`config.mk`:
```
export PLATFORM = sky130hd
export DESIGN_NAME = assoc_out_router
export DESIGN_NICKNAME = d
export VERILOG_FILES = /design/src/rtl/ar_pkg.sv /design/src/rtl/ar_pattern_store.sv /design/src/rtl/ar_tag_matcher.sv /design/src/rtl/ar_rank_arbiter.sv /design/src/rtl/assoc_out_router.sv
export SDC_FILE = /design/constraint.sdc
export NUM_CORES = 1
export LEC_CHECK = 0
export BUFFER_PORTS_ARGS = -buffer_cell sky130_fd_sc_hd__clkbuf_2
export CAP_MARGIN = 20
export CORE_ASPECT_RATIO = 1.1
export CORE_UTILIZATION = 55
export CTS_BUF_LIST = sky130_fd_sc_hd__clkbuf_16
export CTS_CLUSTER_DIAMETER = 150
export DETAILED_ROUTE_END_ITERATION = 10
export PLACE_DENSITY = 0.8
export SLEW_MARGIN = 20
export SYNTH_ARGS = -nofsm -noshare
export SYNTH_HDL_FRONTEND = slang
export SYNTH_SLANG_ARGS = --single-unit
```
`constraint.sdc`:
```
create_clock -name clk -period 6.15 [get_ports clk]
set_input_delay 1.23 -clock clk [delete_from_list [all_inputs] [get_ports clk]]
set_output_delay 1.23 -clock clk [all_outputs]
set_load 0.1 [all_outputs]
```
`src/rtl/ar_pkg.sv`:
```
package ar_pkg;
   // Index width that stays at least one bit wide.
   function automatic int idx_width(input int n);
      return (n <= 1) ? 1 : $clog2(n);
   endfunction
endpackage

```
`src/rtl/ar_pattern_store.sv`:
```
module ar_pattern_store #(
   parameter int TAG_W  = 6,
   parameter int N_PAT  = 4,
   parameter int PIDX_W = 2
) (
   input  logic                   clk,
   input  logic                   rst_n,
   input  logic                   we_i,
   input  logic [PIDX_W-1:0]      idx_i,
   input  logic [TAG_W-1:0]       val_i,
   input  logic [TAG_W-1:0]       care_i,
   input  logic                   en_i,
   output logic [N_PAT*TAG_W-1:0] val_o,
   output logic [N_PAT*TAG_W-1:0] care_o,
   output logic [N_PAT-1:0]       en_o
);
   for (genvar p = 0; p < N_PAT; p++) begin : g_ent
      logic sel;
      assign sel = we_i && (idx_i == PIDX_W'(p));
      always_ff @(posedge clk) begin
         if (!rst_n) begin
            val_o[p*TAG_W +: TAG_W]  <= '0;
            care_o[p*TAG_W +: TAG_W] <= '0;
            en_o[p]                  <= 1'b0;
         end else if (sel) begin
            val_o[p*TAG_W +: TAG_W]  <= val_i;
            care_o[p*TAG_W +: TAG_W] <= care_i;
            en_o[p]                  <= en_i;
         end
      end
   end


   reset_disables_chk: assert property (@(posedge clk)
      !rst_n |=> en_o == '0);
endmodule

```
`src/rtl/ar_tag_matcher.sv`:
```
module ar_tag_matcher #(
   parameter int TAG_W = 6,
   parameter int N_PAT = 4
) (
   input  logic                   req_i,
   input  logic [TAG_W-1:0]       tag_i,
   input  logic [N_PAT*TAG_W-1:0] val_i,
   input  logic [N_PAT*TAG_W-1:0] care_i,
   input  logic [N_PAT-1:0]       en_i,
   output logic                   hit_o
);
   logic [N_PAT-1:0] ent_hit;
   for (genvar p = 0; p < N_PAT; p++) begin : g_cmp
      assign ent_hit[p] = en_i[p] &&
         (((tag_i ^ val_i[p*TAG_W +: TAG_W]) & care_i[p*TAG_W +: TAG_W]) == '0);
   end
   assign hit_o = req_i && (|ent_hit);
endmodule

```
`src/rtl/ar_rank_arbiter.sv`:
```
module ar_rank_arbiter #(
   parameter int N_IN   = 4,
   parameter int RANK_W = 2,
   parameter int IDX_W  = 2
) (
   input  logic [N_IN-1:0]        cand_i,
   input  logic [N_IN*RANK_W-1:0] rank_i,
   output logic                   win_vld_o,
   output logic [IDX_W-1:0]       win_idx_o
);
   logic [RANK_W-1:0] best;
   always_comb begin
      win_vld_o = 1'b0;
      win_idx_o = '0;
      best      = '0;
      for (int i = 0; i < N_IN; i++) begin
         // strict compare keeps the lower index on equal rank
         if (cand_i[i] && (!win_vld_o || rank_i[i*RANK_W +: RANK_W] < best)) begin
            win_vld_o = 1'b1;
            win_idx_o = IDX_W'(i);
            best      = rank_i[i*RANK_W +: RANK_W];
         end
      end
   end
endmodule

```
`src/rtl/assoc_out_router.sv`:
```
module assoc_out_router #(
   parameter int N_IN   = 4,
   parameter int TAG_W  = 6,
   parameter int N_PAT  = 4,
   parameter int RANK_W = 2,
   parameter int IDX_W  = ar_pkg::idx_width(N_IN),
   parameter int PIDX_W = ar_pkg::idx_width(N_PAT)
) (
   input  logic                   clk,
   input  logic                   rst_n,
   input  logic [N_IN-1:0]        req_i,
   input  logic [N_IN*TAG_W-1:0]  tag_i,
   input  logic                   pat_we_i,
   input  logic [PIDX_W-1:0]      pat_idx_i,
   input  logic [TAG_W-1:0]       pat_val_i,
   input  logic [TAG_W-1:0]       pat_care_i,
   input  logic                   pat_en_i,
   input  logic                   rank_we_i,
   input  logic [IDX_W-1:0]       rank_idx_i,
   input  logic [RANK_W-1:0]      rank_val_i,
   output logic [N_IN-1:0]        grant_o,
   output logic                   grant_vld_o,
   output logic [IDX_W-1:0]       grant_idx_o
);
   if (N_IN < 2)    begin : g_bad_nin  $error("N_IN must be at least 2"); end
   if (TAG_W < 1)   begin : g_bad_tag  $error("TAG_W must be positive"); end
   if (N_PAT < 1)   begin : g_bad_pat  $error("N_PAT must be positive"); end
   if (RANK_W < 1)  begin : g_bad_rank $error("RANK_W must be positive"); end
   if ((1 << IDX_W) < N_IN)   begin : g_bad_iw $error("IDX_W too narrow"); end
   if ((1 << PIDX_W) < N_PAT) begin : g_bad_pw $error("PIDX_W too narrow"); end

   logic [N_PAT*TAG_W-1:0] pv, pc;
   logic [N_PAT-1:0]       pe;
   logic [N_IN-1:0]        cand;
   logic [N_IN*RANK_W-1:0] ranks;
   logic                   win_vld;
   logic [IDX_W-1:0]       win_idx;
   logic                   held;

   ar_pattern_store #(.TAG_W(TAG_W), .N_PAT(N_PAT), .PIDX_W(PIDX_W)) u_store (
      .clk(clk), .rst_n(rst_n), .we_i(pat_we_i), .idx_i(pat_idx_i),
      .val_i(pat_val_i), .care_i(pat_care_i), .en_i(pat_en_i),
      .val_o(pv), .care_o(pc), .en_o(pe));

   for (genvar i = 0; i < N_IN; i++) begin : g_in
      ar_tag_matcher #(.TAG_W(TAG_W), .N_PAT(N_PAT)) u_match (
         .req_i(req_i[i]), .tag_i(tag_i[i*TAG_W +: TAG_W]),
         .val_i(pv), .care_i(pc), .en_i(pe), .hit_o(cand[i]));

      always_ff @(posedge clk) begin
         if (!rst_n)
            ranks[i*RANK_W +: RANK_W] <= '0;
         else if (rank_we_i && rank_idx_i == IDX_W'(i))
            ranks[i*RANK_W +: RANK_W] <= rank_val_i;
      end


      cand_needs_req_chk: assert property (@(posedge clk) disable iff (!rst_n)
         cand[i] |-> req_i[i]);
   end

   ar_rank_arbiter #(.N_IN(N_IN), .RANK_W(RANK_W), .IDX_W(IDX_W)) u_arb (
      .cand_i(cand), .rank_i(ranks), .win_vld_o(win_vld), .win_idx_o(win_idx));

   assign held = grant_vld_o && req_i[grant_idx_o];

   always_ff @(posedge clk) begin
      if (!rst_n) begin
         grant_vld_o <= 1'b0;
         grant_idx_o <= '0;
      end else if (!held) begin
         grant_vld_o <= win_vld;
         grant_idx_o <= win_idx;
      end
   end

   always_comb begin
      grant_o = '0;
      if (grant_vld_o) grant_o[grant_idx_o] = 1'b1;
   end


   winner_is_cand_chk: assert property (@(posedge clk) disable iff (!rst_n)
      win_vld |-> cand[win_idx]);

   hold_grant_chk: assert property (@(posedge clk) disable iff (!rst_n)
      (grant_vld_o && req_i[grant_idx_o]) |=> (grant_vld_o && grant_idx_o == $past(grant_idx_o)));

   release_chk: assert property (@(posedge clk) disable iff (!rst_n)
      (grant_vld_o && !req_i[grant_idx_o]) |=> !(grant_vld_o && grant_idx_o == $past(grant_idx_o)));

   free_grant_chk: assert property (@(posedge clk) disable iff (!rst_n)
      !grant_vld_o |=> (grant_vld_o == $past(|cand)));

   onehot_grant_chk: assert property (@(posedge clk) disable iff (!rst_n)
      $onehot0(grant_o) && (grant_vld_o == (|grant_o)));
endmodule

```
==> impl_metrics.toml, run 1 <==
[global_routing]
use_met2 = 0.564
antenna_found_initial = 0
grt_usage = 0.335
overflow = 0
top_usage_layer = "met2"
grt_max_degree = 66
grt.met3_usage = 0.0606
grt_pass1_vias = 3705
grt_pass1_wl_um = 19800
grtUsageMet1 = 0.430

[drt]
vias = 3807
drc = 0
wl_per_cell_um = 19.9
detail_route.vias_per_cell = 6.12
ant_nets = 0
firstDrtPassIters = 7
wirelength_um = 12400
initialDrtViolationCount = 330

[place]
numPortBuffers = 57
post-dp-hpwl_um = 9570
place_area_sq_um = 4340
gp_congestion = 0.968

[clock_tree]
cts_htree_levels = 3
cts_buffers = 9
root_buffer = "clkbuf_16"
clockBufferDepth = 2
cts_hold_buffers = 0
cts_sinks = 63
clk_latency_ps = 330
clk_pin_slew_ps = 60
cts_tree = "built"
post_cts_buffers = 0
post_cts_resized = 0

[floorplanning]
core_area_sq_um = 7130
fp-row-count = 32
io_pins = 58
die_area_sq_um = 7870
start_util = 0.580
die_w_um = 84.7
die_h_um = 92.9

[yosys]
synth_edf_count = 0
synthArstFlopShare = 0
synthTopCellsByArea = "dfxtp_1, xor2_1, nand2_1"
synth_cell_types = 47
syn_inst = 502
ys_seq_elements = 63
yosysSeqAreaShare = 0.305
ys.flop_type = "dfxtp_1"
avgSynthCellArea_sq_um = 8.24
syn_area_sq_um = 4140
synth_top_area_share = 0.305
postSynthNetCount = 556
synth_top_area_cell = "dfxtp_1"
yosys_warnings = 0

[timing]
worstMarginPinSlew_ps = 1020
maxSlewViolCount = 0
setup_tns_ps = 0
hold_violations = 0
relSlewSlack = 0.322
rsz0062_at_grt = "no"
period_share = 0.882
min_period_ps = 5430
fmaxAchievable_mhz = 184
finalClockSkew_ps = 7.30
setup_violations = 0

[setup_path]
crit_top_cell = "ha_1"
crit_slowest_cell = "a222oi_1"
worstSetupStartpoint = "tag_i[4]"
max_stage_delay_ps = 340
critPathKind = "in2reg"
crit_required_ps = 6380
rrSetupSlack_ps = 1350
worst_r2r_path_depth = 21
crit_path_cell_trace = "clkbuf_2 -> xor2_1 -> a222oi_1 -> and4_1 -> o41a_1 -> and2_1 -> inv_1 -> ha_1 -> a21oi_1 -> o21bai_1 -> mux2i_1 -> ha_1 -> nor2_1 -> o21ba_1 -> a21o_1 -> mux2_1 -> ha_1 -> nor2_1 -> a31oi_1 -> o211ai_1 -> o211ai_1 -> a21bo_1"
timing.rr.start = "u_store.val_o[10]"
crit_fanout = 4
worstPathArrival_ps = 5650
cp-start-kind = "primary input"
endpoint_kind = "register"
timing.rr.end = "grant_idx_o[1]"

[cells_and_area]
finish.instance_area_sq_um = 4630
n_fill_cell = 642
nets = 586
diodes = 0
syn2layout_area_growth_pct = 11.9
drive_above_1_share = 0.140

[pwr]
vdd_drop_max_uv = 169
p_total_mw = 1.13
p_leak_nw = 2.06
p_per_area_nw_per_um2 = 244

[min_path]
min_from = "u_store.care_o[23]"
min_to = "u_store.care_o[23]"
min_path_cells = 2
hold_path.class = "reg2reg"

[outcome]
status = "finished clean"

[job]
cap_violations = 0
==> stage by stage <==
stage / cells / util / setup WS, ps / hold WS, ps
floorplan: 502 / - / 1190 / 470
finish: 622 / 0.649 / 723 / 520
global placement: 606 / 0.609 / 700 / 503
CTS: 622 / 0.649 / 788 / 515
detailed placement: 606 / 0.609 / 464 / 505
global route: 622 / 0.649 / 466 / 539
==> synthesized netlist by cell type (2+ instances only) <==
cell and n:
mux2i_1 9, a21boi_1 52, clkbuf_1 15, dfxtp_1 63
o211ai_1 3, a211o_1 2, and3_1 3, inv_1 7
nor3_1 2, nand2_1 128, nor2_1 5, buf_6 3
nand3b_1 3, and3b_1 2, and4_1 4, ha_1 3
a222oi_1 16, nor2b_1 8, nand4_1 12, a41o_1 2
nand3_1 3, nor3b_1 3, buf_2 20, xor2_1 96
a22oi_1 16
==> worst max-delay path by stage <==
stage	depth (start not counted)	to
finish	22	grant_idx_o[1]
global route	22	grant_idx_o[1]
CTS	22	grant_idx_o[1]
detailed placement	22	grant_idx_o[1]
global placement	22	grant_idx_o[1]
floorplan	21	grant_idx_o[1]
==> report_power, final <==
part	internal, mW	total [mW]	switching, mW
Sequential	0.424	0.450	0.0258
Combinational	0.0690	0.185	0.116
Clock	0.309	0.493	0.184
Total	0.802	1.13	0.326
==> registers in the layout (all words and copies together) (netlist names) <==
name / cells
grant_idx_o: 2
grant_vld_o: 1
u_store.en_o: 4
u_store.care_o: 24
ranks: 8
u_store.val_o: 24
==> cells in the final DEF (no fill, tap or decap), types with 3 or more instances in the layout <==
master / count
mux2i_1: 9
nand3_1: 3
nor3b_1: 3
ha_1: 3
xor2_1: 96
a222oi_1: 16
a21boi_1: 52
clkbuf_16: 9
nand4_1: 12
a22oi_1: 16
nor2_1: 5
and4_1: 4
inv_1: 7
nand3b_1: 3
nor2b_1: 8
dfxtp_1: 63
o211ai_1: 3
clkinv_1: 3
nand2_1: 128
clkinvlp_4: 3
and3_1: 3
clkbuf_2: 57
==> logic make-up after synthesis <==
family	count (synthesis)	synth area share
xor gates and xnor gates	96	0.203
buffers and inverters	46	0.0536
and+or+nand+nor	178	0.194
adders and majority gates	3	0.00908
AOI/OAI and AO/OA	105	0.205
DFF	63	0.305
muxes	11	0.0300
==> final cells by class <==
class	instances	area, sq um	area share
multi-input combinational	393	2650	0.573
sequential	63	1260	0.273
timing repair buffer	58	293	0.0633
clock buffer	9	225	0.0487
tap	85	106	0.0230
clock inverter	7	63.8	0.0138
inverter	7	26.3	0.00568
==> worst max-delay path: cells and delay by family <==
kind | cells | cell delay (ps)
AO/OA/AOI/OAI | 10 | 1980
adder cells (fa/ha/maj) | 3 | 830
multiplexers | 2 | 660
AND/OR/NAND/NOR | 4 | 600
buffers and inverters | 2 | 190
XOR/XNOR | 1 | 160
==> layer usage <==
metal | up-vias | part of all wire
li1 | 1791 | -
met1 | 1854 | 0.44
met2 | 142 | 0.47
met3 | 20 | 0.063
met4 | 0 | 0.021
met5 | - | 0
(Power assumes the default switching activity.)
==> inputs of run 2 (changes only) <==
CORE_UTILIZATION = 45   (was 55)
PLACE_DENSITY = 0.68   (was 0.8)
SYNTH_HIERARCHICAL = 1   (was default)
==> run 2 against run 1 <==
  * Fmax down 0.77%
  * Cell area increased by 1.1%
  * Sequential power is essentially flat
  * Register-to-register slack lost 40 ps
  * Critical path type unchanged
  * Wire length down 15%
  * Cell count down 2.4%
  * Setup slack lost 42 ps
  * Total power grew 3.1%
  * Sequential share of layout area fell by 0.30 points
  * Sequential cell count stayed put
  * Non-clock buffer count stayed put
==> impl_metrics.toml, run 2 <==
[timing]
maxSlewViolCount = 0
hold_violations = 0
rsz0062_at_grt = "no"
fmaxAchievable_mhz = 183
min_period_ps = 5470
relSlewSlack = 0.308
setup_tns_ps = 0
setup_violations = 0
finalClockSkew_ps = 6.83
holdWs_ps = 515
worstMarginPinSlew_ps = 1040
fin_ws_ps = 681
period_share = 0.889

[cells_and_area]
diodes = 0
drive_above_1_share = 0.177
nets = 545
final_common_cell = "xor2_1"
post-route-util = 0.548
final_cell_mix = "xor2_1, nand2_1, dfxtp_1"
reg_top3 = "u_store/care_o x24, u_store/val_o x24, ranks x8"
syn2layout_area_growth_pct = 16.3
instances_no_fill = 607

[clock_tree]
clk_pin_slew_ps = 50
cts_buffers = 9
post_cts_buffers = 0
root_buffer = "clkbuf_16"
cts_hold_buffers = 0
cts_htree_levels = 3
post_cts_resized = 0
clk_latency_ps = 330
cts_sinks = 63
cts_tree = "built"
clockBufferDepth = 2

[place]
pre_cts_ws_ps = 445
gp_congestion = 0.943
numPortBuffers = 57
post-dp-hpwl_um = 7840
dp_cells = 591

[yosys]
synth_common_cells = "xor2_1, nand2_1, dfxtp_1"
synthTopCellsByArea = "dfxtp_1, xor2_1, mux2i_1"
syn_inst = 434
synth.most_common_cell = "xor2_1"
synthArstFlopShare = 0
synth_edf_count = 0
synth_top_area_cell = "dfxtp_1"
ys_seq_elements = 63
postSynthNetCount = 488
ys.flop_type = "dfxtp_1"
synth_cell_types = 40
yosysSeqAreaShare = 0.314
yosys_warnings = 6
syn_area_sq_um = 4020
synth_top_area_share = 0.314
avgSynthCellArea_sq_um = 9.27

[floorplanning]
start_util = 0.471
fp-row-count = 35
die_h_um = 101
io_pins = 58
core_area_sq_um = 8540
die_w_um = 92.1
die_area_sq_um = 9320

[drt]
detail_route.vias_per_cell = 5.66
firstDrtPassIters = 5
ant_nets = 0
drc = 0
wl_per_cell_um = 17.4
vias = 3434
initialDrtViolationCount = 238
wirelength_um = 10600

[pwr]
p_switching_uw = 320
power.share.sequential = 0.386
intPower_uw = 843
vdd_drop_max_uv = 101
p_per_area_nw_per_um2 = 248
p_leak_nw = 2.21
clkPwrFrac = 0.456
comb_power_share = 0.158
swShare = 0.275

[global_routing]
antenna_found_initial = 0
grt_usage = 0.243
overflow = 0
grt_pass1_vias = 3393
grt_max_degree = 42
grt_pass1_wl_um = 17300

[setup_path]
cp-start-kind = "primary input"
rrSetupSlack_ps = 1310
crit_required_ps = 6410
endpoint_kind = "register"
critPathKind = "in2reg"
worstPathArrival_ps = 5730
crit_fanout = 8

[outcome]
status = "finished clean"

[min_path]
hold_path.class = "reg2reg"

[job]
cap_violations = 0
run 2: cell types whose count changed after synthesis, sizes merged, moves of 12 or more:
cell	change
clkbuf	-12
mux2i	+53
nand2	-40
buf	-15
a21boi	-50
run 2: logic make-up after synthesis:
group           share of synthesized area
buf+inv                            0.0302
flops                               0.314
mux                                 0.165
fa+ha+maj                         0.00933
xor+xnor                            0.209
compound gates                      0.115
simple gates                        0.158
run 2: stage by stage:
step | cell area [sq um] | power [mW]
after floorplan | 4020 | 0.577
final | 4680 | 1.16
after CTS | 4680 | 1.17
after global placement | 4370 | 0.634
after global routing | 4680 | 1.21
after detailed placement | 4370 | 0.639
run 2: cell type report:
cell class	instances	area, sq um
sequential	63	1260
multi-input combinational	348	2640
timing repair buffer	58	293
tap	111	139
clock buffer	9	225
clock inverter	7	80.1
fill	813	3860
inverter	11	41.3
run 2: power by group through the flow:
stage          sequential, mW  clock [mW]  combinational [mW]
2_1_floorplan           0.465           0               0.112
3_3_place_gp            0.455           0               0.179
3_5_place_dp            0.456           0               0.182
4_1_cts                 0.448       0.535               0.184
5_1_grt                 0.451       0.554               0.200
6_report                0.449       0.530               0.184
run 2: critical path: stages:
cell	delay [ps]
clkbuf_2	130
xor2_1	180
a222oi_1	460
nand4_1	190
a41oi_2	380
nand2_1	150
ha_1	320
a21oi_1	60
o21ai_1	200
mux2_4	330
ha_1	210
nor2_1	110
nand2_1	60
a21oi_1	120
nand2b_4	150
mux2_4	300
ha_1	200
a311o_1	280
a31oi_1	190
o21ai_1	110
o21ai_1	100
o21ai_0	90
a21boi_0	160
run 2: final timing paths:
path | startpoint | endpoint | depth (start not counted)
worst max register to register | u_store/val_o[4] | grant_idx_o[0] | 22
worst max-delay path | tag_i[0] | grant_idx_o[0] | 23
worst min-delay path | u_store/care_o[16] | u_store/care_o[16] | 2
worst min register to register | u_store/care_o[16] | u_store/care_o[16] | 2
run 2: routing by layer:
layer	wire, um	vias up	GRT usage
met5	0	-	0
met4	275	0	0.117
met3	543	20	0.0360
met2	5120	115	0.413
met1	4640	1640	0.302
li1	-	1659	-
==> inputs of run 3 (changes only) <==
BUFFER_PORTS_ARGS = -buffer_cell sky130_fd_sc_hd__buf_2   (was -buffer_cell sky130_fd_sc_hd__clkbuf_2)
REMOVE_ABC_BUFFERS = 1   (was default)
==> run 3 against run 2 <==
  * Cell count is the same
  * Sequential cell count did not move
  * Non-clock buffer count stayed put
  * Sequential power about the same
  * Clock skew rose by 0.84 ps
  * Total power shrank 7.7%
  * Sequential share of layout area grew 0.27 points
  * Cell area is 0.99% lower
  * First-iteration DRC count is 1.7% higher
  * Die area unchanged
  * Fmax up 1.2%
  * Critical path type unchanged
  * Largest power group is now sequential cells
==> impl_metrics.toml, run 3 (synthesis gave the netlist of run 2 again) <==
[cells_and_area]
post-route-util = 0.543
final_common_cell = "xor2_1"
n_fill_cell = 824
drive_above_1_share = 0.179
nets = 545
reg_top3 = "u_store/care_o x24, u_store/val_o x24, ranks x8"
diodes = 0
syn2layout_area_growth_pct = 15.2
final_cell_mix = "xor2_1, nand2_1, dfxtp_1"

[drt]
drc = 0
initialDrtViolationCount = 242
detail_route.vias_per_cell = 5.61
wl_per_cell_um = 17.2
wirelength_um = 10500
vias = 3406
firstDrtPassIters = 5
ant_nets = 0

[clock_tree]
post_cts_buffers = 0
cts_sinks = 63
cts_buffers = 9
post_cts_resized = 0
cts_hold_buffers = 0
clk_latency_ps = 330
clockBufferDepth = 2
cts_htree_levels = 3
root_buffer = "clkbuf_16"
clk_pin_slew_ps = 50
cts_tree = "built"

[timing]
setup_tns_ps = 0
setup_violations = 0
hold_violations = 0
fmaxAchievable_mhz = 185
fin_ws_ps = 746
worstMarginPinSlew_ps = 1070
finalClockSkew_ps = 7.68
relSlewSlack = 0.287
maxSlewViolCount = 0
period_share = 0.879
min_period_ps = 5400
rsz0062_at_grt = "no"

[min_path]
hold_path.class = "reg2reg"
min_from = "u_store/care_o[23]"
min_path_cells = 2
min_to = "u_store/care_o[23]"

[setup_path]
timing.rr.end = "grant_idx_o[0]"
crit_slowest_cell = "a41oi_2"
crit_required_ps = 6400
crit_path_cell_trace = "buf_2 -> xor2_1 -> a222oi_1 -> nand4_1 -> a41oi_2 -> nand2_1 -> ha_1 -> a21oi_1 -> o21ai_1 -> mux2_4 -> ha_1 -> nor2_1 -> nand2_1 -> a21oi_1 -> nand2b_4 -> mux2_4 -> ha_1 -> a311o_1 -> a31oi_1 -> o21ai_1 -> o21ai_1 -> o21ai_0 -> a21boi_0"
rrSetupSlack_ps = 1410
cp-start-kind = "primary input"
endpoint_kind = "register"
critPathKind = "in2reg"
worst_r2r_path_depth = 22
timing.rr.start = "u_store/val_o[4]"
max_stage_delay_ps = 430
crit_fanout = 8
worstPathArrival_ps = 5650

[floorplanning]
core_area_sq_um = 8540
die_w_um = 92.1
die_h_um = 101
fp-row-count = 35
die_area_sq_um = 9320
io_pins = 58
start_util = 0.471

[pwr]
vdd_drop_max_uv = 135
p_per_area_nw_per_um2 = 232
p_leak_nw = 2.18

[global_routing]
grt_max_degree = 78
grt_pass1_wl_um = 16400
grt_usage = 0.230
grt_pass1_vias = 3320
overflow = 0
antenna_found_initial = 0

[outcome]
status = "finished clean"

[place]
gp_congestion = 0.870
pre_cts_ws_ps = 497
post-dp-hpwl_um = 7630
numPortBuffers = 57

[job]
cap_violations = 0
==> run 3: cell type report <==
type	count	area (sq um)	area share
multi-input cells	348	2640	0.570
well taps	111	139	0.0300
repair buffers	58	293	0.0632
inverters	11	41.3	0.00891
flip-flops and latches	63	1260	0.272
clock buffers	9	225	0.0486
clock inverters	7	33.8	0.00729
==> run 3: critical path, delay by kind of cell <==
family,cells,cell delay (ps)
compound gates,11,2120
fa+ha+maj,3,720
simple gates,5,630
mux,2,630
xor+xnor,1,170
buf+inv,1,150
==> run 3: report_power, final <==
group          total (mW)  leakage, nW  internal [mW]  switching (mW)
clock               0.440        0.139          0.265           0.174
sequential          0.449        0.512          0.425          0.0238
combinational       0.185         1.53         0.0707           0.114
==> run 3: metrics by stage <==
step	hold slack, ps	power (mW)	std cells	area (sq um)
finish	511	1.07	607	4630
global route	535	1.12	607	4630
CTS	508	1.08	607	4630
detailed placement	498	0.639	591	4370
global placement	488	0.635	591	4370
floorplan	470	0.569	422	3940
==> run 3: how the worst max path moves through the flow <==
stage / slack, ps / depth (start not counted) / from / end
after CTS: 840 / 23 / tag_i[4] / grant_idx_o[0]
after floorplan: 1140 / 22 / tag_i[4] / grant_idx_o[0]
after global placement: 670 / 23 / tag_i[4] / grant_idx_o[0]
after global routing: 380 / 23 / tag_i[4] / grant_idx_o[0]
after detailed placement: 500 / 23 / tag_i[4] / grant_idx_o[0]
final: 750 / 23 / tag_i[4] / grant_idx_o[0]
==> run 3: routing by layer <==
layer	GRT usage	vias to the layer above	wire length [um]
met3	0.0473	19	462
met2	0.386	101	5020
li1	-	1666	-
met5	0	-	0
met4	0.113	0	258
met1	0.282	1620	4710
